==> config.mk <==
export PLATFORM = sky130hd
export DESIGN_NAME = dma_seq
export DESIGN_NICKNAME = d
export VERILOG_FILES = /design/src/rtl/dma_seq_pkg.sv /design/src/rtl/dma_seq_regs.sv /design/src/rtl/dma_seq_addr.sv /design/src/rtl/dma_seq_xform.sv /design/src/rtl/dma_seq.sv
export SDC_FILE = /design/constraint.sdc
export NUM_CORES = 1
export LEC_CHECK = 0
export ABC_AREA = 0
export CAP_MARGIN = 20
export CORE_UTILIZATION = 45
export DETAILED_ROUTE_END_ITERATION = 12
export GPL_TIMING_DRIVEN = 0
export MAX_ROUTING_LAYER = met4
export PLACE_DENSITY = 0.73
export SLEW_MARGIN = 30
export SYNTH_ARGS = -nofsm -noshare
export SYNTH_HDL_FRONTEND = slang
export SYNTH_HIERARCHICAL = 1
export SYNTH_SLANG_ARGS = --single-unit
==> constraint.sdc <==
create_clock -name clk -period 9.1 [get_ports clk]
set_input_delay 1.82 -clock clk [delete_from_list [all_inputs] [get_ports clk]]
set_output_delay 1.82 -clock clk [all_outputs]
set_load 0.005 [all_outputs]
==> src/rtl/dma_seq_pkg.sv <==
package dma_seq_pkg;
   localparam int MODE_W = 8;

   // mode register bit positions (software-visible, position is behaviour)
   localparam int MB_REQ    = 0;
   localparam int MB_DIR    = 1;
   localparam int MB_WIDE   = 2;
   localparam int MB_TCIE   = 5;
   localparam int MB_TCST   = 6;
   localparam int MB_LOKEEP = 6;
   localparam int MB_FLIP   = 7;

   localparam logic [1:0] SEL_MODE  = 2'd0;
   localparam logic [1:0] SEL_START = 2'd1;
   localparam logic [1:0] SEL_EXT   = 2'd2;
endpackage

==> src/rtl/dma_seq_regs.sv <==
module dma_seq_regs
   import dma_seq_pkg::*;
#(
   parameter int PARA_W    = 16,
   parameter int EXT_W     = 4,
   parameter int EXT_REG_W = 8,
   parameter int CNT_W     = 16
) (
   input  logic                 clk,
   input  logic                 rst_n,
   input  logic                 wide,
   input  logic                 wr,
   input  logic                 rd,
   input  logic [1:0]           sel,
   input  logic [PARA_W-1:0]    wdata,
   input  logic                 blk_end,
   input  logic [CNT_W:0]       blk_cnt,
   output logic [MODE_W-1:0]    mode_q,
   output logic [PARA_W-1:0]    start_q,
   output logic [EXT_REG_W-1:0] ext_q,
   output logic                 tc_pend,
   output logic [PARA_W-1:0]    rdata
);
   localparam int EXT_PAD = EXT_REG_W - EXT_W;

   logic [EXT_W-1:0]     ext_sum;
   logic [EXT_REG_W-1:0] ext_next;
   logic [PARA_W-1:0]    start_next;
   logic [MODE_W-1:0]    mode_view;
   logic                 mode_rd;

   assign mode_rd    = rd && (sel == SEL_MODE);
   assign ext_sum    = blk_cnt[EXT_W-1:0] + ext_q[EXT_W-1:0];
   assign ext_next   = {{EXT_PAD{1'b0}}, ext_sum};
   assign start_next = start_q + PARA_W'(blk_cnt >> EXT_W);

   always_comb begin
      mode_view = mode_q;
      if (wide)    mode_view[MB_WIDE] = 1'b1;
      if (tc_pend) mode_view[MB_TCST] = 1'b1;
   end

   always_ff @(posedge clk or negedge rst_n) begin
      if (!rst_n) begin
         mode_q  <= '0;
         start_q <= '0;
         ext_q   <= '0;
         tc_pend <= 1'b0;
         rdata   <= '0;
      end else begin
         if (mode_rd) begin
            rdata             <= PARA_W'(mode_view);
            mode_q[MB_TCST]   <= 1'b0;
            mode_q[MB_WIDE]   <= 1'b0;
            tc_pend           <= 1'b0;
         end else if (rd) begin
            case (sel)
               SEL_START: rdata <= start_q;
               SEL_EXT:   rdata <= PARA_W'(ext_q);
               default:   rdata <= '0;
            endcase
         end
         // block end: close request, advance position, flag terminal count
         if (blk_end) begin
            mode_q[MB_REQ] <= 1'b0;
            start_q        <= start_next;
            ext_q          <= ext_next;
            if (mode_q[MB_TCIE]) tc_pend <= 1'b1;
         end
         // software writes take precedence over same-cycle block updates
         if (wr) begin
            case (sel)
               SEL_MODE:  mode_q <= wdata[MODE_W-1:0];
               SEL_START: begin
                  start_q <= wdata;
                  ext_q   <= {{EXT_PAD{1'b0}}, ext_q[EXT_W-1:0]};
               end
               SEL_EXT:   ext_q <= wdata[EXT_REG_W-1:0];
               default:   ;
            endcase
         end
      end
   end
endmodule

==> src/rtl/dma_seq_addr.sv <==
module dma_seq_addr #(
   parameter int PARA_W   = 16,
   parameter int EXT_W    = 4,
   parameter int CNT_W    = 16,
   parameter bit HAS_WIDE = 1'b1,
   localparam int AW      = PARA_W + EXT_W
) (
   input  logic [PARA_W-1:0] start_q,
   input  logic [EXT_W-1:0]  ext_lo,
   input  logic              wide,
   input  logic [CNT_W-1:0]  cnt,
   output logic [AW-1:0]     addr
);
   localparam int BANK_W = 2;

   logic [AW-1:0] lin;
   assign lin = {start_q, {EXT_W{1'b0}}} + AW'(ext_lo);

   generate
      if (HAS_WIDE) begin : g_fold
         logic [AW-1:0] bank;
         logic [AW-1:0] mid;
         logic [AW-1:0] folded;
         assign bank   = {lin[AW-1:AW-BANK_W], {(AW-BANK_W){1'b0}}};
         assign mid    = AW'(lin[AW-BANK_W-2:EXT_W]) << (EXT_W + 1);
         assign folded = bank + mid;
         assign addr   = wide ? (folded + (AW'(cnt) << 1)) : (lin + AW'(cnt));
      end else begin : g_flat
         logic unused_wide;
         assign unused_wide = wide;
         assign addr = lin + AW'(cnt);
      end
   endgenerate
endmodule

==> src/rtl/dma_seq_xform.sv <==
module dma_seq_xform
   import dma_seq_pkg::*;
#(
   parameter int DATA_W = 16,
   localparam int BYTE_W = DATA_W / 2
) (
   input  logic [MODE_W-1:0] mode_q,
   input  logic              wide,
   input  logic [DATA_W-1:0] host_data,
   input  logic [DATA_W-1:0] card_data,
   output logic [DATA_W-1:0] to_card,
   output logic [DATA_W-1:0] to_host
);
   logic flip_any, flip_lo, flip_hi;
   logic [BYTE_W-1:0] lo_b, hi_b;

   assign flip_any = mode_q[MB_FLIP] & ~mode_q[MB_DIR];
   assign flip_lo  = flip_any & ~mode_q[MB_LOKEEP];
   assign flip_hi  = flip_any;

   assign lo_b = host_data[BYTE_W-1:0]      ^ {flip_lo, {(BYTE_W-1){1'b0}}};
   assign hi_b = host_data[DATA_W-1:BYTE_W] ^ {flip_hi, {(BYTE_W-1){1'b0}}};

   assign to_card = wide ? {hi_b, lo_b} : {{BYTE_W{1'b0}}, lo_b};
   assign to_host = wide ? card_data : {{BYTE_W{1'b0}}, card_data[BYTE_W-1:0]};
endmodule

==> src/rtl/dma_seq.sv <==
module dma_seq
   import dma_seq_pkg::*;
#(
   parameter int PARA_W    = 16,
   parameter int EXT_W     = 4,
   parameter int EXT_REG_W = 8,
   parameter int CNT_W     = 16,
   parameter int DATA_W    = 16,
   parameter bit HAS_WIDE  = 1'b1,
   localparam int AW       = PARA_W + EXT_W
) (
   input  logic              clk,
   input  logic              rst_n,
   input  logic              wide_chan,
   input  logic              reg_wr,
   input  logic              reg_rd,
   input  logic [1:0]        reg_sel,
   input  logic [PARA_W-1:0] reg_wdata,
   output logic [PARA_W-1:0] reg_rdata,
   input  logic              xfer_valid,
   output logic              xfer_ready,
   input  logic              xfer_last,
   input  logic [DATA_W-1:0] xfer_wdata,
   output logic [DATA_W-1:0] xfer_rdata,
   output logic [AW-1:0]     mem_addr,
   output logic              mem_we,
   output logic [DATA_W-1:0] mem_wdata,
   input  logic [DATA_W-1:0] mem_rdata,
   output logic              tc_irq
);
   generate
      if (PARA_W < MODE_W)          begin : g_bad_para  $error("PARA_W must hold the mode register"); end
      if (EXT_REG_W < EXT_W)        begin : g_bad_ext   $error("EXT_REG_W must be at least EXT_W"); end
      if (AW < EXT_W + 4)           begin : g_bad_aw    $error("address too narrow for bank fold"); end
      if (DATA_W != 2 * (DATA_W/2)) begin : g_bad_data  $error("DATA_W must be two bytes wide"); end
      if (CNT_W < EXT_W)            begin : g_bad_cnt   $error("CNT_W must be at least EXT_W"); end
   endgenerate

   logic [MODE_W-1:0]    mode_q;
   logic [PARA_W-1:0]    start_q;
   logic [EXT_REG_W-1:0] ext_q;
   logic                 tc_pend;
   logic [CNT_W-1:0]     cnt_q;
   logic                 wide_eff;
   logic                 accept;
   logic                 blk_end;
   logic                 mode_wr;
   logic [CNT_W:0]       blk_cnt;

   assign wide_eff   = HAS_WIDE ? wide_chan : 1'b0;
   assign xfer_ready = mode_q[MB_REQ];
   assign accept     = xfer_valid & xfer_ready;
   assign blk_end    = accept & xfer_last;
   assign mode_wr    = reg_wr && (reg_sel == SEL_MODE);
   assign blk_cnt    = {1'b0, cnt_q} + 1'b1;
   assign mem_we     = accept & ~mode_q[MB_DIR];
   assign tc_irq     = tc_pend;

   // item counter within the current block
   always_ff @(posedge clk or negedge rst_n) begin
      if (!rst_n)                cnt_q <= '0;
      else if (mode_wr || blk_end) cnt_q <= '0;
      else if (accept)           cnt_q <= cnt_q + 1'b1;
   end

   dma_seq_regs #(
      .PARA_W(PARA_W), .EXT_W(EXT_W), .EXT_REG_W(EXT_REG_W), .CNT_W(CNT_W)
   ) u_regs (
      .clk(clk), .rst_n(rst_n), .wide(wide_eff),
      .wr(reg_wr), .rd(reg_rd), .sel(reg_sel), .wdata(reg_wdata),
      .blk_end(blk_end), .blk_cnt(blk_cnt),
      .mode_q(mode_q), .start_q(start_q), .ext_q(ext_q),
      .tc_pend(tc_pend), .rdata(reg_rdata)
   );

   dma_seq_addr #(
      .PARA_W(PARA_W), .EXT_W(EXT_W), .CNT_W(CNT_W), .HAS_WIDE(HAS_WIDE)
   ) u_addr (
      .start_q(start_q), .ext_lo(ext_q[EXT_W-1:0]), .wide(wide_eff),
      .cnt(cnt_q), .addr(mem_addr)
   );

   dma_seq_xform #(.DATA_W(DATA_W)) u_xform (
      .mode_q(mode_q), .wide(wide_eff),
      .host_data(xfer_wdata), .card_data(mem_rdata),
      .to_card(mem_wdata), .to_host(xfer_rdata)
   );
endmodule

==> impl_metrics.tcl <==
set metrics [dict create \
    avgSynthCellArea_um2 8.17 \
    cts_post_setup_buffers_inserted 0 \
    finalSetupViolCount 0 \
    cap_viol_max_count 0 \
    cts_root_buf "sky130_fd_sc_hd__clkbuf_16" \
    synth_top_family_by_area "compound AO/OA/AOI/OAI gates" \
    post_synth_and_or_nand_nor_area_fraction 0.221 \
    synth_warn 6 \
    leakage_nw 3.21 \
    syn_nets 819 \
    yosys.area.top_type_share 0.276 \
    finalWeightedCongestion 0.932 \
    yosys_register_bits 65 \
    ys_types 71 \
    drt_iter0_markers 624 \
    ctsResizeCount 0 \
    dp_hpwl_mm 15.1 \
    yosys.area.top_type "sky130_fd_sc_hd__dfrtp_1" \
    crit_fanout 9 \
    timing.slew.headroom 0.525 \
    routedWlPerCell_um 18.5 \
    synthTopCellsByArea "sky130_fd_sc_hd__dfrtp_1 28%, sky130_fd_sc_hd__ha_1 7.6%, sky130_fd_sc_hd__o21ai_0 5.3%" \
    synth-compound-area-share 0.244 \
    drt_pre_antenna_iters 5 \
    setup.worst_path.start "wide_chan" \
    post-place-cells 1006 \
    die_height_um 117 \
    hold_path_class "flop to flop" \
    status "finished, final reports clean" \
    grt_pass1_wl_mm 30.0 \
    initial_core_utilization 0.464 \
    worst_r2r_startpoint "cnt_q[1]" \
    worst_setup_path_start_kind "input pin" \
    antenna_found_initial 0 \
    synth_async_sr_flop_share 1.00 \
    timing_worst_setup_path_type "input pin to output port" \
    synth_adder_area_share 0.0899 \
    grt.overflow.total 0 \
    route.final.wire_length_mm 18.9 \
    power.ir.vdd_worst_v 0.0000700 \
    worstMarginPinSlew_ns 0.713 \
    totalNegativeSetupSlack_ns 0 \
    power_density_nw_per_um2 158 \
    drive_above_1_share 0.102 \
    timing.reg2reg.setup_slack_ns 5.44 \
    final-max-slew-violation-count 0 \
    die_area_um2 13600 \
    design.core.area_um2 12700 \
    fin_cells 1022 \
    clk_pin_slew_ns 0.06 \
    floorplan.io_pins 128 \
    multi_input_comb_area_um2 3870 \
    min_period_ns 5.94 \
    route.antenna.remaining_nets 0 \
    cts_htree_levels 3 \
    synthCells 722 \
    grt_use_total 0.301 \
    rows 41 \
    final_util 0.593 \
    fin_clk_skew_ns 0.00639 \
    clock_tree.buffer_depth 2 \
    flow.area_growth_from_synthesis_pct 27.9 \
    grt_setup_unrepaired "false" \
    vias 5956 \
    yosys.area_share.xor_xnor 0.0712 \
    arrival_ns 4.12 \
    muxShareOfSynthArea 0.0295 \
    post_drt_via_cell_ratio 5.83 \
    num-nets-final 942 \
    hold_viol 0 \
    timing.reg2reg.worst_path_depth 12 \
    die_w_um 117 \
    grt_max_degree 41 \
    cp.required_ns 7.28 \
    max_freq_mhz 168 \
    number_of_global_route_vias_before_repair 5572 \
    synth_flop_cell "sky130_fd_sc_hd__dfrtp_1" \
    number_of_synthesized_flops_with_an_enable_pin 0 \
    whs_path_depth 2 \
    min-delay-start "u_regs/rdata[3]" \
    post_cts_hold_buffer_count 0 \
    place.port_buffers 111 \
    seq_area_frac_synth 0.276 \
    critical_path.endpoint_type "output port" \
    clk-insertion-delay-late_ns 0.34 \
    ff_latch_area_um2 1630 \
    clock_tree_from_tritoncts "done" \
    finalCritPeriodShare 0.653 \
    clkSinkCount 65 \
    layout.filler_cells 1203 \
    synth_area_um2 5900 \
    antenna_cells_inserted 0 \
    cts_inserted_buffers 9 \
    drc_errors 0 \
]
[Yosys cell counts, drive strengths merged, types with 12 or more instances]
master / n
nand2: 83
o21ai: 73
dfrtp: 65
a21oi: 55
nor2: 37
ha: 36
buf: 32
xnor2: 28
inv: 26
clkbuf: 25
nand3: 23
and2: 20
xor2: 20
a21o: 16
nor3: 12
nor3b: 12
[state kept, by name (all words and copies together), names as in the netlist]
name and count:
u_regs/tc_pend 1, u_regs/rdata 16, u_regs/mode_q 8, u_regs/start_q 16, cnt_q 16, u_regs/ext_q 8
[placed cells by master, fill, tap and decap left out, drive strengths merged, types with 16 or more instances in the layout]
| cell | netlist | routed |
|---|---|---|
| a21oi | 55 | 55 |
| clkbuf | 25 | 34 |
| xor2 | 20 | 20 |
| inv | 26 | 29 |
| a21o | 16 | 16 |
| clkdlybuf4s50 | 0 | 110 |
| and2 | 20 | 20 |
| nand3 | 23 | 23 |
| nand2 | 83 | 83 |
| nor2 | 37 | 37 |
| buf | 32 | 34 |
| ha | 36 | 36 |
| xnor2 | 28 | 28 |
| dfrtp | 65 | 65 |
| o21ai | 73 | 73 |
[per-stage QoR]
step	total power [mW]	cell area [um^2]	hold WS [ns]	setup WS [ns]
finish	1.19	7550	0.507	3.16
global route	1.26	7550	0.544	2.99
CTS	1.19	7550	0.507	3.12
detailed placement	0.833	7250	0.491	3.12
global placement	0.818	7230	0.476	3.17
floorplan	0.632	5900	0.461	4.66
[per-layer routing]
layer | global-route usage | share of wire | vias to the layer above
li1 | - | - | 2836
met5 | - | 0 | -
met1 | 0.410 | 0.46 | 2862
met3 | 0.0306 | 0.059 | 16
met2 | 0.481 | 0.47 | 242
met4 | 0.0709 | 0.013 | 0
[worst max-delay path, stage by stage]
cell,delay (ns)
sky130_fd_sc_hd__clkdlybuf4s50_1,0.60
sky130_fd_sc_hd__clkbuf_1,0.35
sky130_fd_sc_hd__nor2b_1,0.11
sky130_fd_sc_hd__nand3_1,0.13
sky130_fd_sc_hd__nor2_1,0.07
sky130_fd_sc_hd__a211oi_2,0.35
sky130_fd_sc_hd__xnor2_1,0.18
sky130_fd_sc_hd__clkdlybuf4s50_1,0.52
[worst paths after layout]
check / to
min reg2reg: u_regs/rdata[3]
min in group asynchronous: u_regs/mode_q[4]
min: u_regs/rdata[3]
max reg2reg: u_regs/start_q[15]
max: mem_addr[19]
max in group asynchronous: cnt_q[12]
[final cells by class]
type                            count  share of cell area
Inverter                           26              0.0129
Multi-Input combinational cell    574               0.513
Tap cell                          172              0.0285
Timing Repair Buffer              112               0.150
Clock buffer                        9              0.0298
Sequential cell                    65               0.215
Clock inverter                      7              0.0103
Buffer                             57              0.0409
[cells by family after synthesis]
family	after synthesis
xor gates and xnor gates	48
adders and majority gates	40
and+or+nand+nor	246
buffers and inverters	83
muxes	16
DFF	65
AOI/OAI and AO/OA	224
[power by group]
group          switching (mW)  internal [mW]
Sequential             0.0653          0.327
Combinational           0.225          0.217
Clock                   0.143          0.215
Total                   0.433          0.759
No activity file was read; power rests on OpenSTA's default activity.
